===== config.mk =====
export PLATFORM = sky130hd
export DESIGN_NAME = bus_cycle_ctl
export DESIGN_NICKNAME = d
export VERILOG_FILES = /design/src/rtl/bus_cycle_ctl.sv
export SDC_FILE = /design/constraint.sdc
export NUM_CORES = 1
export LEC_CHECK = 0
export BUFFER_PORTS_ARGS = -buffer_cell sky130_fd_sc_hd__buf_4
export CORE_MARGIN = 2
export CORE_UTILIZATION = 48
export DETAILED_ROUTE_END_ITERATION = 16
export PLACE_DENSITY = 0.84
export SLEW_MARGIN = 20
export SYNTH_ARGS = -nofsm -noshare
export SYNTH_HDL_FRONTEND = slang
export SYNTH_SLANG_ARGS = --single-unit

===== constraint.sdc =====
create_clock -name clk2 -period 3 [get_ports clk2]
set_input_delay 0.45 -clock clk2 [delete_from_list [all_inputs] [get_ports clk2]]
set_output_delay 0.45 -clock clk2 [all_outputs]
set_load 0.05 [all_outputs]

===== src/rtl/bus_cycle_ctl.sv =====
`timescale 1ns/1ps
module bus_cycle_ctl #(
  parameter int AW    = 32,
  parameter int IO_AW = 16,
  parameter int BEW   = 4
) (
  input  logic           clk2,
  input  logic           rst_n,
  input  logic           req_valid,
  input  logic [AW-1:0]  req_addr,
  input  logic [BEW-1:0] req_be,
  input  logic           req_write,
  input  logic           req_io,
  input  logic           pipe_en,
  input  logic           next_req,
  input  logic           ready,
  output logic           req_take,
  output logic           proc_clk,
  output logic           phase1,
  output logic           phase2,
  output logic [1:0]     bus_state,
  output logic [AW-1:0]  bus_addr,
  output logic [BEW-1:0] bus_be,
  output logic           bus_mio,
  output logic           bus_wr,
  output logic           ads,
  output logic           pipelined
);
  localparam int HIW = AW - IO_AW;

  typedef enum logic [1:0] {
    S_IDLE = 2'd0,
    S_T1   = 2'd1,
    S_T2   = 2'd2,
    S_T2N  = 2'd3
  } st_t;

  logic           ph2_q;
  st_t            st_q, st_n;
  logic           ads_q, pipe_q, pipe_n;
  logic [AW-1:0]  addr_q;
  logic [BEW-1:0] be_q;
  logic           mio_q, wr_q;
  logic           issue, fresh, accept;
  logic [AW-1:0]  addr_map;

  assign issue  = (st_q == S_T2) && !ready && pipe_en && next_req && req_valid;
  assign fresh  = req_valid && ((st_q == S_IDLE) || ((st_q == S_T2) && ready));
  assign accept = issue || fresh;

  assign addr_map = req_io ? {{HIW{1'b0}}, req_addr[IO_AW-1:0]} : req_addr;

  always_comb begin
    st_n = st_q;
    unique case (st_q)
      S_IDLE: if (req_valid) st_n = S_T1;
      S_T1:   st_n = S_T2;
      S_T2: begin
        if (ready)      st_n = req_valid ? S_T1 : S_IDLE;
        else if (issue) st_n = S_T2N;
      end
      S_T2N: if (ready) st_n = S_T2;
      default: st_n = S_IDLE;
    endcase
  end

  always_comb begin
    pipe_n = pipe_q;
    if (st_n == S_T1 || st_n == S_IDLE) pipe_n = 1'b0;
    else if (st_q == S_T2N && ready)    pipe_n = 1'b1;
  end

  always_ff @(posedge clk2 or negedge rst_n) begin
    if (!rst_n) begin
      ph2_q  <= 1'b0;
      st_q   <= S_IDLE;
      ads_q  <= 1'b0;
      pipe_q <= 1'b0;
      addr_q <= '0;
      be_q   <= '0;
      mio_q  <= 1'b0;
      wr_q   <= 1'b0;
    end else begin
      ph2_q <= !ph2_q;
      if (ph2_q) begin
        st_q   <= st_n;
        ads_q  <= (st_n == S_T1) || issue;
        pipe_q <= pipe_n;
        if (accept) begin
          addr_q <= addr_map;
          be_q   <= req_be;
          mio_q  <= !req_io;
          wr_q   <= req_write;
        end
      end
    end
  end

  assign phase2    = ph2_q;
  assign phase1    = !ph2_q;
  assign proc_clk  = !ph2_q;
  assign req_take  = accept && ph2_q;
  assign bus_state = st_q;
  assign bus_addr  = addr_q;
  assign bus_be    = be_q;
  assign bus_mio   = mio_q;
  assign bus_wr    = wr_q;
  assign ads       = ads_q;
  assign pipelined = pipe_q;
endmodule


[Word level (Yosys, flattened, before mapping)]
Cells that the tools add are included.
Word-level totals
  register bits: 43
  input port bits: 44
  output and inout bits: 46
  word-level logic and storage cells: 41
Cells by class
  eq/ne operators: 4
  mux-type cells: 9
  reduce and logical (&&, ||, !) cells: 20
Operator list (count)
  $mux W32: 1
  $logic_and A1 B1 Y1: 8
  $mux W2: 4
  $pmux W2 S4: 1
  $eq A2 B1 Y1 const B: 2
  $eq A2 B2 Y1 const B: 2
  $logic_not A2 Y1: 2
  $logic_or A1 B1 Y1: 4
  $reduce_and A2 Y1: 2
  $logic_not A1 Y1: 3
  $mux W1: 3
  $reduce_bool A2 Y1: 1

[Longest topological paths before layout]
Gate-level depths: netlist of run 1.
  depth in word-level cells: 12
  mapped depth: 4
  gate-level depth less buffers: 3

[Worst setup path after synthesis of run 1]
No wires, ideal clock.
  kind: reg2reg
  from: reg ph2_q (netlist: phase2)
  to: reg addr_q[0] (netlist: bus_addr[0])
  library setup time: 125 ps
  data arrival time: 1842 ps
  data required time: 2875 ps
  slack: 1033 ps
  stages on the path, launching flop included: 5
  buffers on the path: 1
  period minus slack after synthesis: 1967 ps
  cells stage by stage: dfrtp_1 nand2_1 a311oi_4 buf_6 mux2_2
Between the ends
  cells in the longest elaborated chain, start to end: 1
RTL lines
  from (decl): line 38  | logic ph2_q;
  from (signal assigned): line 84  | ph2_q <= !ph2_q;
  $reduce_and A2 Y1 (no source line)
  to (signal assigned): line 90  | addr_q <= addr_map;
  to (decl): line 41  | logic [AW-1:0] addr_q;
No other way between the ends.
A chain may end at the register's enable or synchronous reset.

[Final worst setup path of run 1]
  from: reg ph2_q (netlist: phase2)
  to: out req_take
Between the ends
  cells in the longest elaborated chain, start to end: 1
RTL lines
  $logic_and A1 B1 Y1: line 102  | assign req_take = accept && ph2_q;
  to (decl): line 17  | output logic req_take,
No other way between the ends.

==> results of run 1 <==
final cells by class:
type,count,area [um2],area share
clock buffers,5,37.5,0.0149
flip-flops and latches,43,1080,0.427
well taps,46,57.6,0.0228
multi-input cells,64,609,0.242
clock inverters,3,43.8,0.0174
repair buffers,91,683,0.271
inverters,4,15.0,0.00595
power breakdown:
group,switching [mW],total [mW],leakage [nW],internal (mW)
Clock,0.188,0.363,0.0452,0.175
Sequential,0.114,0.877,0.522,0.763
Combinational,0.874,1.32,0.707,0.448
cell families (layout without fill, tap and decap cells):
group           after synthesis  in the layout  share of synthesized area
simple gates                 19             19                     0.0634
compound gates                7              7                     0.0406
flops                        43             43                      0.613
mux                          38             38                      0.243
buf+inv                      10            103                     0.0406
state kept, by name (all words and copies together) (netlist names):
register and cells:
ads 1, bus_addr 32, bus_be 4, bus_mio 1, bus_state 2, bus_wr 1, phase2 1, pipelined 1
worst max-delay path: stages, from the launching register on:
cell	delay, ns
dfrtp_1	0.45
nand2_1	0.12
a311oi_4	0.31
buf_4	0.26
worst paths after layout:
kind	from	to	depth (start not counted)
min in group clk2	req_addr[6]	bus_addr[6]	2
max in group asynchronous	rst_n	bus_addr[28]	1
hold / removal	rst_n	bus_addr[5]	1
setup / recovery	phase2	req_take	3
setup reg to reg	phase2	bus_addr[21]	4
hold reg to reg	bus_addr[6]	bus_addr[6]	1
metal layers:
| metal | up-vias | global-route usage | wire (um) |
|---|---|---|---|
| li1 | 583 | - | - |
| met1 | 585 | 0.234 | 1400 |
| met2 | 65 | 0.346 | 2000 |
| met3 | 6 | 0.0660 | 379 |
| met4 | 0 | 0.0798 | 41 |
| met5 | - | 0 | 0 |
through the flow:
stage	hold slack (ns)	instance area, um2	power [mW]	std cells
floorplan	0.154	1760	1.79	117
global placement	0.454	2440	2.18	248
detailed placement	0.464	2440	2.22	248
CTS	0.0555	2520	2.59	256
global route	0.0642	2520	2.68	256
finish	0.0523	2520	2.56	256
placed cells by master (no fill, tap or decap):
cell,netlist,layout
nor2b_1,16,16
a311oi_4,1,1
mux2_1,2,2
bufinv_16,0,1
mux2_2,35,35
buf_4,1,91
clkbuf_4,0,5
a22o_1,2,2
dfrtp_1,43,43
o21ai_0,1,1
a21o_1,2,2
mux2i_1,1,1
nand2_1,3,3
inv_1,4,4
o21bai_1,1,1
clkinv_2,0,1
clkinv_4,0,1
==> results.cfg, run 1 <==
[place]
place_ws_ns = 1.18
place_hpwl_um = 2930
port_buffers = 89
place_congestion = 0.668

[floorplan]
num_rows = 21
start_util = 0.514
core_area_um2 = 3420
io_pins = 90
die_w_um = 64.5
die_area_um2 = 4160
fp.dieH_um = 64.5

[grt]
grt.total_usage = 0.202
grt_pass1_vias = 1334
grt.overflow.total = 0
grt_max_degree = 44
antenna_found_initial = 0
grt_pass1_wl_um = 6240

[timing]
rsz0062_at_grt = false
setup_viol = 0
skew_ns = 0.0195
period_share = 0.648
slew_violations = 0
hold_viol_final = 0
setup_ws_ns = 1.06
worst_pin_slew_ns = 0.517
fmax_mhz = 515
min_period_ns = 1.94
slew_headroom = 0.655
finalSetupTns_ns = 0

[cts]
cts_max_path_buffers = 2
cts_resized = 0
cts_buffers = 5
cts_setup_buffers = 0
root_buffer = clkbuf_4
clk_latency_ns = 0.36
cts_hold_buf = 0
clkTransAtPathRegs_ns = 0.14
clock_sinks = 43
cts_htree_levels = 2
cts_tree = built

[critical_path]
crit_fanout = 6
crit_type = reg2out
cp.arrival_ns = 1.49
crit_path_start_kind = register
critPathRequiredTime_ns = 2.55
end_kind = output pin
reg2reg_slack_ns = 1.27

[final_layout]
area_delta_synth_final_pct = 43.6
fin_nets = 253
diodes = 0
drive_above_1_share = 0.643
post-route-util = 0.738
fill_cells = 246

[drt]
avgViaCountPerCell = 4.84
wl_per_cell_um = 14.9
drtAntennaViolNets = 0
vias = 1239
drtIter0Drc = 39
drc = 0
routed_wirelength_um = 3820
first_pass_iters = 4

[synthesis]
yosys-top-cells-area = dfrtp_1 61%, mux2_2 22%, nor2b_1 5.7%
yosys_warnings = 0
synth_top_area_frac = 0.613
ys_types = 15
ys.flop_type = dfrtp_1
synth_top_area_cell = dfrtp_1
synthArstFlopShare = 1.00
synth-seq-cells = 43
synth_edf_count = 0
synth_cells = 117
ys_seq_area_frac = 0.613
syn_area_um2 = 1760
synth_nets = 161
syn_area_per_cell_um2 = 15.0
synthTopCellsByCount = 43 x dfrtp_1, 35 x mux2_2, 16 x nor2b_1
synth.most_common_cell = dfrtp_1

[min_path]
min_path_type = in2async

[pwr]
p_leak_nw = 1.27
peakVddDrop_mv = 0.556
power_density_nw_per_um2 = 1020

[status]
status = finished clean

[run]
maxCapViolations = 0
(Power assumes the default switching activity.)
==> run 2: changes to the inputs <==
--- a/config.mk
+++ b/config.mk
@@ -7,9 +7,9 @@
 export LEC_CHECK = 0
 export BUFFER_PORTS_ARGS = -buffer_cell sky130_fd_sc_hd__buf_4
 export CORE_MARGIN = 2
-export CORE_UTILIZATION = 48
+export CORE_UTILIZATION = 45
 export DETAILED_ROUTE_END_ITERATION = 16
-export PLACE_DENSITY = 0.84
+export PLACE_DENSITY = 0.79
 export SLEW_MARGIN = 20
 export SYNTH_ARGS = -nofsm -noshare
 export SYNTH_HDL_FRONTEND = slang
==> constraint.sdc (replaced) <==
create_clock -name clk2 -period 1.8 [get_ports clk2]
set_input_delay 0.27 -clock clk2 [delete_from_list [all_inputs] [get_ports clk2]]
set_output_delay 0.27 -clock clk2 [all_outputs]
set_load 0.05 [all_outputs]
==> results.cfg, run 2 (synthesized netlist as in run 1, its figures left out) <==
[status]
status = finished clean

[drt]
drtIter0Drc = 56
first_pass_iters = 2
vias = 1245
drc = 0
wl_per_cell_um = 14.3
drtAntennaViolNets = 0
avgViaCountPerCell = 4.79
routed_wirelength_um = 3730

[final_layout]
drive_above_1_share = 0.642
largest_reg_flops = 32
multi_input_area_um2 = 609
diodes = 0
regArea_um2 = 1080
fin_nets = 256
fill_cells = 280
final_cell_mix = 90 x buf_4, 41 x dfrtp_1, 35 x mux2_2
area_delta_synth_final_pct = 47.4
layout.cells.most_common = buf_4

[timing]
worst_pin_slew_ns = 0.523
slew_violations = 0
finalSetupTns_ns = 0
rsz0062_at_grt = false
setup_ws_ns = 0.0588
hold_viol_final = 0
slew_headroom = 0.652
min_period_ns = 1.74
setup_viol = 0
period_share = 0.967
fmax_mhz = 574
skew_ns = 0.0123

[critical_path]
cp.arrival_ns = 1.91
crit_type = reg2reg
crit_fanout = 18
end_kind = register
crit_path_start_kind = register
critPathRequiredTime_ns = 1.96

[grt]
grt_pass1_wl_um = 5930
grt_pass1_vias = 1277
grt_max_degree = 44
antenna_found_initial = 0
grt.total_usage = 0.184
grt.overflow.total = 0

[place]
port_buffers = 89
place_ws_ns = 0.138
place_congestion = 0.688
place_hpwl_um = 2770

[cts]
cts_htree_levels = 2
clk_latency_ns = 0.29
clkTransAtPathRegs_ns = 0.08
root_buffer = clkbuf_8
clock_sinks = 43
cts_tree = built
cts_max_path_buffers = 2
cts_buffers = 5

[pwr]
intPower_mw = 2.34
power_density_nw_per_um2 = 1650
seqPwrFrac = 0.342
sw_frac_of_total = 0.453
clkPwrFrac = 0.132
p_leak_nw = 1.30
comb_power_share = 0.527
p_sw_mw = 1.93
peakVddDrop_mv = 0.975

[floorplan]
core_area_um2 = 3720
fp.dieH_um = 66.5
io_pins = 90
die_w_um = 66.5
start_util = 0.473
die_area_um2 = 4420
num_rows = 22

[min_path]
min_path_type = in2reg

[run]
maxCapViolations = 0
-- run 2: cell types whose count changed in the layout (fill, tap and decap cells not counted) --
cell,previous run,this run
bufinv_16,1,0
clkbuf_8,0,5
clkinv_4,1,0
dfrtp_2,0,2
clkinv_2,1,0
bufbuf_16,0,1
clkbuf_4,5,0
dfrtp_1,43,41
dlygate4sd3_1,0,1
buf_6,0,1
buf_12,0,1
buf_4,91,90
clkbuf_1,0,2
-- run 2: final timing paths --
path | endpoint | cells after the start | slack (ns) | startpoint
max reg2reg | bus_addr[12] | 5 | 0.06 | phase2
min | bus_addr[5] | 2 | 0.20 | req_addr[5]
min in group asynchronous | bus_addr[24] | 2 | 0.50 | rst_n
max | bus_addr[12] | 5 | 0.06 | phase2
max in group asynchronous | phase2 | 2 | 0.91 | rst_n
min reg2reg | bus_addr[5] | 1 | 0.49 | bus_addr[5]
-- run 2: worst max-delay path: stages, from the launching register on --
cell and delay, ns:
dfrtp_2 0.42, nand2_1 0.10, a311oi_4 0.30, buf_4 0.18, buf_4 0.24, mux2_2 0.37
-- run 2: per-stage QoR --
step	area, um2	std cells	power (mW)	hold WS, ns	util
4_1_cts	2580	260	4.31	0.190	0.695
5_1_grt	2590	260	4.48	0.180	0.697
2_1_floorplan	1760	117	2.99	-0.0256	-
3_3_place_gp	2440	250	3.64	0.274	0.658
6_report	2590	260	4.27	0.198	0.697
3_5_place_dp	2440	250	3.69	0.287	0.658
-- run 2: cell type report --
type | count | share of cell area
clock buffer | 7 | 0.0295
inverter | 4 | 0.00580
multi-input combinational | 64 | 0.235
sequential | 43 | 0.417
tap | 48 | 0.0232
timing repair buffer | 94 | 0.290
-- run 2: power groups by stage --
stage | Clock [mW] | Sequential, mW | Combinational [mW]
2_1_floorplan | 0 | 2.56 | 0.435
3_3_place_gp | 0 | 1.46 | 2.19
3_5_place_dp | 0 | 1.48 | 2.21
4_1_cts | 0.578 | 1.46 | 2.27
5_1_grt | 0.642 | 1.50 | 2.34
6_report | 0.562 | 1.46 | 2.25
-- run 2: layer usage --
| metal | wire (um) | vias to the layer above | GRT usage |
|---|---|---|---|
| met3 | 276 | 7 | 0.0541 |
| met2 | 1900 | 52 | 0.309 |
| li1 | - | 586 | - |
| met1 | 1510 | 600 | 0.222 |
| met4 | 50 | 0 | 0.0689 |
| met5 | 0 | - | 0 |
-- run 2: repair_timing --
item | 4_1_cts | 5_1_grt
endpoints found under the setup margin | 1 | 1
resized for setup | 3 | 2
gates cloned | 1 | 0
hold endpoints to repair | 43 | 0
buffers inserted | 1 | 0
hold buffers | 1 | 0
pin swaps | 1 | 0
